===== config.mk =====
export PLATFORM = sky130hd
export DESIGN_NAME = mrm_addr_decoder
export DESIGN_NICKNAME = d
export VERILOG_FILES = /design/src/rtl/mrm_pkg.sv /design/src/rtl/mrm_le_acc.sv /design/src/rtl/mrm_seq.sv /design/src/rtl/mrm_agu.sv /design/src/rtl/mrm_addr_decoder.sv
export SDC_FILE = /design/constraint.sdc
export NUM_CORES = 1
export LEC_CHECK = 0
export ABC_CLOCK_PERIOD_IN_PS = 4000
export BUFFER_PORTS_ARGS = -buffer_cell sky130_fd_sc_hd__buf_2
export CORE_ASPECT_RATIO = 1.1
export CORE_MARGIN = 2
export CORE_UTILIZATION = 52
export DETAILED_ROUTE_END_ITERATION = 8
export PLACE_DENSITY = 0.76
export SLEW_MARGIN = 15
export SYNTH_ARGS = -nofsm -noshare
export SYNTH_HDL_FRONTEND = slang
export SYNTH_SLANG_ARGS = --single-unit

===== constraint.sdc =====
create_clock -name clk -period 4 [get_ports clk]
set_input_delay 0.4 -clock clk [delete_from_list [all_inputs] [get_ports clk]]
set_output_delay 0.4 -clock clk [all_outputs]
set_load 0.03 [all_outputs]

===== src/rtl/mrm_pkg.sv =====
package mrm_pkg;

   typedef enum logic [2:0] {
      PS_MODE,
      PS_SIB,
      PS_DISP,
      PS_IMM,
      PS_DONE
   } parse_st_t;

   localparam logic [1:0] MD_IND  = 2'b00;
   localparam logic [1:0] MD_D8   = 2'b01;
   localparam logic [1:0] MD_DW   = 2'b10;
   localparam logic [1:0] MD_REG  = 2'b11;
   localparam logic [2:0] RM_ESC  = 3'b100;
   localparam logic [2:0] RM_ABS  = 3'b101;
   localparam logic [2:0] IX_NONE = 3'b100;

   localparam int IMM_MAX_B = 4;

   function automatic int unsigned imm_bytes(input logic [1:0] code);
      case (code)
         2'b00:   return 0;
         2'b01:   return 1;
         2'b10:   return 2;
         default: return 4;
      endcase
   endfunction

   // displacement length once the mode byte is known (no scale-index-base byte)
   function automatic int unsigned disp_after_mode(input logic [1:0] md, input logic [2:0] rm,
                                                   input int unsigned wide);
      if (md == MD_D8)                      return 1;
      if (md == MD_DW)                      return wide;
      if (md == MD_IND && rm == RM_ABS)     return wide;
      return 0;
   endfunction

   // displacement length once the scale-index-base byte is known
   function automatic int unsigned disp_after_sib(input logic [1:0] md, input logic [2:0] bs,
                                                  input int unsigned wide);
      if (md == MD_D8)                      return 1;
      if (md == MD_DW)                      return wide;
      if (md == MD_IND && bs == RM_ABS)     return wide;
      return 0;
   endfunction

endpackage


===== src/rtl/mrm_le_acc.sv =====
module mrm_le_acc #(
   parameter int BYTES = 4,
   parameter int POS_W = 3
) (
   input  logic                 clk,
   input  logic                 rst_n,
   input  logic                 clr,
   input  logic                 we,
   input  logic [POS_W-1:0]     pos,
   input  logic [7:0]           din,
   output logic [BYTES*8-1:0]   value
);

   for (genvar g = 0; g < BYTES; g++) begin : g_lane
      always_ff @(posedge clk or negedge rst_n) begin
         if (!rst_n)
            value[g*8 +: 8] <= '0;
         else if (clr)
            value[g*8 +: 8] <= '0;
         else if (we && pos == POS_W'(g))
            value[g*8 +: 8] <= din;
      end
   end

endmodule


===== src/rtl/mrm_seq.sv =====
module mrm_seq
   import mrm_pkg::*;
#(
   parameter int DISP_BYTES = 4,
   parameter int CNT_W      = 3,
   parameter int LEN_W      = 4
) (
   input  logic             clk,
   input  logic             rst_n,
   input  logic             in_valid,
   input  logic [7:0]       in_data,
   input  logic [1:0]       imm_code,
   output logic             in_ready,
   output logic             done,
   output logic             mode_we,
   output logic             disp_we,
   output logic             imm_we,
   output logic [CNT_W-1:0] byte_pos,
   output logic [1:0]       mod_q,
   output logic [2:0]       reg_q,
   output logic [2:0]       rm_q,
   output logic [1:0]       ss_q,
   output logic [2:0]       ix_q,
   output logic [2:0]       bs_q,
   output logic [LEN_W-1:0] len_q
);

   parse_st_t        st_q, st_d;
   logic [CNT_W-1:0] cnt_q, cnt_d, pos_q, pos_d, ilen_q, ilen_new;
   logic             accept, sib_we;
   int unsigned      dl_mode, dl_sib;

   assign in_ready = (st_q != PS_DONE);
   assign accept   = in_valid && in_ready;
   assign mode_we  = accept && st_q == PS_MODE;
   assign sib_we   = accept && st_q == PS_SIB;
   assign disp_we  = accept && st_q == PS_DISP;
   assign imm_we   = accept && st_q == PS_IMM;
   assign done     = (st_q == PS_DONE);
   assign byte_pos = pos_q;
   assign ilen_new = CNT_W'(imm_bytes(imm_code));

   always_comb begin
      st_d    = st_q;
      cnt_d   = cnt_q;
      pos_d   = pos_q;
      dl_mode = disp_after_mode(in_data[7:6], in_data[2:0], DISP_BYTES);
      dl_sib  = disp_after_sib(mod_q, in_data[2:0], DISP_BYTES);
      if (st_q == PS_DONE) begin
         st_d = PS_MODE;
      end else if (accept) begin
         unique case (st_q)
            PS_MODE: begin
               pos_d = '0;
               if (in_data[7:6] != MD_REG && in_data[2:0] == RM_ESC) begin
                  st_d = PS_SIB;
               end else if (dl_mode != 0) begin
                  st_d  = PS_DISP;
                  cnt_d = CNT_W'(dl_mode);
               end else if (ilen_new != '0) begin
                  st_d  = PS_IMM;
                  cnt_d = ilen_new;
               end else begin
                  st_d = PS_DONE;
               end
            end
            PS_SIB: begin
               pos_d = '0;
               if (dl_sib != 0) begin
                  st_d  = PS_DISP;
                  cnt_d = CNT_W'(dl_sib);
               end else if (ilen_q != '0) begin
                  st_d  = PS_IMM;
                  cnt_d = ilen_q;
               end else begin
                  st_d = PS_DONE;
               end
            end
            PS_DISP: begin
               pos_d = pos_q + 1'b1;
               cnt_d = cnt_q - 1'b1;
               if (cnt_q == CNT_W'(1)) begin
                  pos_d = '0;
                  if (ilen_q != '0) begin
                     st_d  = PS_IMM;
                     cnt_d = ilen_q;
                  end else begin
                     st_d = PS_DONE;
                  end
               end
            end
            PS_IMM: begin
               pos_d = pos_q + 1'b1;
               cnt_d = cnt_q - 1'b1;
               if (cnt_q == CNT_W'(1)) st_d = PS_DONE;
            end
            default: st_d = PS_MODE;
         endcase
      end
   end

   always_ff @(posedge clk or negedge rst_n) begin
      if (!rst_n) begin
         st_q   <= PS_MODE;
         cnt_q  <= '0;
         pos_q  <= '0;
         ilen_q <= '0;
         len_q  <= '0;
         mod_q  <= '0;
         reg_q  <= '0;
         rm_q   <= '0;
         ss_q   <= '0;
         ix_q   <= '0;
         bs_q   <= '0;
      end else begin
         st_q  <= st_d;
         cnt_q <= cnt_d;
         pos_q <= pos_d;
         if (mode_we) begin
            mod_q  <= in_data[7:6];
            reg_q  <= in_data[5:3];
            rm_q   <= in_data[2:0];
            ilen_q <= ilen_new;
            len_q  <= LEN_W'(1);
         end else if (accept) begin
            len_q <= len_q + 1'b1;
         end
         if (sib_we) begin
            ss_q <= in_data[7:6];
            ix_q <= in_data[5:3];
            bs_q <= in_data[2:0];
         end
      end
   end

endmodule


===== src/rtl/mrm_agu.sv =====
module mrm_agu
   import mrm_pkg::*;
#(
   parameter int ADDR_W = 32
) (
   input  logic [1:0]        mod_q,
   input  logic [2:0]        rm_q,
   input  logic [1:0]        ss_q,
   input  logic [2:0]        ix_q,
   input  logic [2:0]        bs_q,
   input  logic [ADDR_W-1:0] disp_raw,
   input  logic [ADDR_W-1:0] rf_a_data,
   input  logic [ADDR_W-1:0] rf_b_data,
   output logic [2:0]        rf_a_sel,
   output logic [2:0]        rf_b_sel,
   output logic              is_reg,
   output logic [ADDR_W-1:0] ea
);

   logic              has_sib, no_base;
   logic [ADDR_W-1:0] disp_ext, base_v, idx_v;

   assign is_reg   = (mod_q == MD_REG);
   assign has_sib  = !is_reg && rm_q == RM_ESC;
   assign no_base  = (mod_q == MD_IND) && (has_sib ? (bs_q == RM_ABS) : (rm_q == RM_ABS));
   assign rf_a_sel = has_sib ? bs_q : rm_q;
   assign rf_b_sel = ix_q;

   assign disp_ext = (mod_q == MD_D8) ? {{(ADDR_W-8){disp_raw[7]}}, disp_raw[7:0]} : disp_raw;
   assign base_v   = no_base ? '0 : rf_a_data;
   assign idx_v    = (has_sib && ix_q != IX_NONE) ? (rf_b_data << ss_q) : '0;
   assign ea       = is_reg ? '0 : (base_v + idx_v + disp_ext);

endmodule


===== src/rtl/mrm_addr_decoder.sv =====
module mrm_addr_decoder
   import mrm_pkg::*;
#(
   parameter int  ADDR_W = 32,
   localparam int LEN_W  = $clog2(ADDR_W/8 + IMM_MAX_B + 3)
) (
   input  logic              clk,
   input  logic              rst_n,
   input  logic              in_valid,
   input  logic [7:0]        in_data,
   output logic              in_ready,
   input  logic [1:0]        imm_code,
   output logic [2:0]        rf_a_sel,
   input  logic [ADDR_W-1:0] rf_a_data,
   output logic [2:0]        rf_b_sel,
   input  logic [ADDR_W-1:0] rf_b_data,
   output logic              done,
   output logic              is_reg,
   output logic [2:0]        reg_num,
   output logic [2:0]        rm_num,
   output logic [ADDR_W-1:0] ea,
   output logic [31:0]       imm,
   output logic [LEN_W-1:0]  len
);

   localparam int DISP_BYTES = ADDR_W / 8;
   localparam int MAX_FIELD  = (DISP_BYTES > IMM_MAX_B) ? DISP_BYTES : IMM_MAX_B;
   localparam int CNT_W      = $clog2(MAX_FIELD + 1);

   initial begin
      if (ADDR_W % 8 != 0 || ADDR_W < 16)
         $fatal(1, "mrm_addr_decoder: ADDR_W must be a multiple of 8 and at least 16");
   end

   logic             mode_we, disp_we, imm_we;
   logic [CNT_W-1:0] byte_pos;
   logic [1:0]       mod_q, ss_q;
   logic [2:0]       reg_q, rm_q, ix_q, bs_q;
   logic [ADDR_W-1:0] disp_raw;

   mrm_seq #(.DISP_BYTES(DISP_BYTES), .CNT_W(CNT_W), .LEN_W(LEN_W)) seq_i (
      .clk(clk), .rst_n(rst_n), .in_valid(in_valid), .in_data(in_data),
      .imm_code(imm_code), .in_ready(in_ready), .done(done),
      .mode_we(mode_we), .disp_we(disp_we), .imm_we(imm_we), .byte_pos(byte_pos),
      .mod_q(mod_q), .reg_q(reg_q), .rm_q(rm_q), .ss_q(ss_q), .ix_q(ix_q),
      .bs_q(bs_q), .len_q(len)
   );

   mrm_le_acc #(.BYTES(DISP_BYTES), .POS_W(CNT_W)) disp_acc_i (
      .clk(clk), .rst_n(rst_n), .clr(mode_we), .we(disp_we),
      .pos(byte_pos), .din(in_data), .value(disp_raw)
   );

   mrm_le_acc #(.BYTES(IMM_MAX_B), .POS_W(CNT_W)) imm_acc_i (
      .clk(clk), .rst_n(rst_n), .clr(mode_we), .we(imm_we),
      .pos(byte_pos), .din(in_data), .value(imm)
   );

   mrm_agu #(.ADDR_W(ADDR_W)) agu_i (
      .mod_q(mod_q), .rm_q(rm_q), .ss_q(ss_q), .ix_q(ix_q), .bs_q(bs_q),
      .disp_raw(disp_raw), .rf_a_data(rf_a_data), .rf_b_data(rf_b_data),
      .rf_a_sel(rf_a_sel), .rf_b_sel(rf_b_sel), .is_reg(is_reg), .ea(ea)
   );

   assign reg_num = reg_q;
   assign rm_num  = rm_q;

endmodule


==> impl_metrics.ini <==
[run_status]
status = finished with violations
violations = setup timing

[cts]
h-tree-depth = 3
clk_pin_slew_ns = 0.07
hold_buffers = 0
clkSinkCount = 96
cts-root-buf = clkbuf_16
cts_made_buffers = 9
clk_latency_ns = 0.35
clock_path_buffers = 2
cts_tree = done

[setup_path]
regToRegStartpoint = seq_i.st_q[2]$_DFFE_PN0P_
regToRegEndpoint = disp_acc_i.value[8]$_DFFE_PN0P_
cp_max_fo = 6
cp-end-kind = output pin
cp-endpoint = ea[29]
required_ns = 3.60
arrival_ns = 4.67
reg2reg_depth = 7
crit_start = seq_i.rm_q[0]$_DFFE_PN0P_
cp-start-kind = flop
crit_type = flop to output pin
reg2reg_slack_ns = 1.61

[timing]
fmax_mhz = 197
timing.final.setup_violations = 27
tightest_slew_ns = 0.864
rsz0062_at_grt = yes
skew_ns = 0.00936
slew_headroom = 0.422
setup_ws_ns = -1.07
period_share = 1.27
period_minus_slack_ns = 5.07
hold_violations = 0
slew_violations = 0

[grt]
antenna_found_initial = 0
overflow = 0
grt_pass1_wl_um = 37500
grt_start_max_net_pins = 57
grt_pass1_vias = 7469
use_met1 = 0.368
grt_most_used_layer = met2
grtUsageTotal = 0.289
use_met2 = 0.491
met3_usage = 0.0522

[floorplan]
core_um2 = 15600
rows = 48
die_x_um = 124
io_pins = 160
start_util = 0.528
die_area_um2 = 16800
dieHeight_um = 136

[cells_and_area]
fin_area_um2 = 11400
antenna_cells = 0
reg_top3 = disp_acc_i.value x32, imm_acc_i.value x32, seq_i.len_q x4
seq_area_um2 = 2400
drive_gt1_frac = 0.406
n_fill_cell = 1072
finalNonFillerCells = 1384
multiInputGateArea_um2 = 6020
nets = 1326
area.growth.synth_to_final_pct = 38.4

[routing]
drtIter0Drc = 515
via_count = 7952
via_per_inst = 5.75
wl_per_cell_um = 18.6
routed_wl_um = 25800
remaining_drc_errors = 0
ant_nets = 0
firstDrtPassIters = 4

[logic_synthesis]
syn_inst = 910
synth.net_count = 1057
synth-seq-cells = 96
yosysSeqAreaShare = 0.293
synthArstFlopShare = 1.00
ys_warn_count = 0
synth-edff-count = 0
syn-cell-area_um2 = 8210
synth_area_per_cell_um2 = 9.02
synth_ff_type = dfrtp_1
synth_cell_types = 73

[run]
maxCapViolCount = 0

[placed_design]
gp_congestion = 0.923
numPortBuffers = 159
dp_hpwl_um = 17900
dpl_cell_area_um2 = 10200
dp.cells = 1339

[hold_path]
min_path_type = input port to asynchronous set/reset pin
==> stage by stage <==
stage	hold slack, ns	setup WS [ns]	setup TNS (ns)	util
after detailed placement	0.470	-0.750	-9.59	0.654
after floorplan	0.104	-0.603	-5.37	-
final	0.0937	-1.07	-18.28	0.730
after global placement	0.455	-0.585	-7.49	0.654
after global routing	0.163	-1.21	-22.17	0.730
after CTS	0.124	-1.00	-15.44	0.694
==> synth_stat cells (17+ instances only) <==
master,n,share of area
mux4_2,28,0.077
nor3_1,18,0.011
nand2_1,122,0.056
nand3_1,18,0.011
clkbuf_1,34,0.016
dfrtp_1,96,0.29
a21oi_1,72,0.044
mux2i_1,55,0.067
o21ai_0,25,0.015
and2_1,17,0.013
ha_1,38,0.058
inv_1,64,0.029
fa_1,32,0.078
nor2_1,110,0.050
==> cell usage in the layout, fill, tap and decap left out, drive strengths merged, types with 3 or more instances in the layout <==
cell    instances
mux2            9
a21oi          77
ha             38
o21ai          28
mux2i          55
a21o            9
nor3b           5
o21bai          4
o21a           11
inv            68
nand2         124
or2             3
clkbuf         10
xnor2          13
fa             32
o31ai           4
xor2           15
mux4           28
nand2b         12
and2           18
buf           307
nor2b           6
nor3           21
dfrtp          96
nand3          18
o41ai           5
nor2          110
nand4           5
a211oi          7
a21boi          4
o211ai          9
or3             4
==> routing by layer <==
metal  vias to the layer above  wire (um)
li1                       3675          -
met1                      3878      10300
met2                       328      12900
met3                        71       1640
met4                         0        969
met5                         -          0
==> critical path, stage by stage (launching register included) <==
cell	delay, ns
dfrtp_2	0.40
nand2b_4	0.15
nor3_4	0.18
a21o_4	0.16
o2111ai_4	0.22
and2_4	0.24
fa_1	0.48
ha_2	0.22
fa_2	0.38
a21oi_4	0.20
o221ai_4	0.15
a21oi_4	0.25
o41ai_4	0.13
a221o_1	0.42
o41ai_2	0.27
xor2_1	0.27
nor2_4	0.04
buf_6	0.15
==> cells by family after synthesis <==
family,Yosys count,share of synthesized area
multiplexers,92,0.156
AND/OR/NAND/NOR,331,0.181
flip-flops,96,0.293
adder cells (fa/ha/maj),70,0.136
XOR/XNOR,28,0.0299
AO/OA/AOI/OAI,179,0.149
buffers and inverters,114,0.0546
==> final cells by class <==
cell class	instances	share of cell area
Timing Repair Buffer	307	0.191
Tap cell	200	0.0220
Multi-Input combinational cell	700	0.530
Clock buffer	10	0.0202
Clock inverter	6	0.00386
Inverter	65	0.0215
Sequential cell	96	0.212
==> worst min-delay path by stage <==
stage	end	startpoint	slack (ns)	depth (start not counted)
after detailed placement	seq_i.reg_q[1]$_DFFE_PN0P_	seq_i.reg_q[1]$_DFFE_PN0P_	0.47	2
after floorplan	disp_acc_i.value[0]$_DFFE_PN0P_	rst_n	0.10	0
after global routing	seq_i.cnt_q[2]$_DFFE_PN0P_	rst_n	0.16	1
after CTS	seq_i.cnt_q[2]$_DFFE_PN0P_	rst_n	0.12	1
final	seq_i.ilen_q[1]$_DFFE_PN0P_	rst_n	0.09	1
after global placement	seq_i.reg_q[2]$_DFFE_PN0P_	seq_i.reg_q[2]$_DFFE_PN0P_	0.45	2
==> repair_timing <==
action,in CTS,in global routing
pin swaps,17,59
resized for setup,70,87
cloned,0,1
setup endpoints to repair,27,28
endpoints found under the hold margin,0,0
setup buffers,7,23
Power is left out: the tool's default activity adds up to more than one toggle a clock period on the data nets, which glitch-free logic cannot reach.
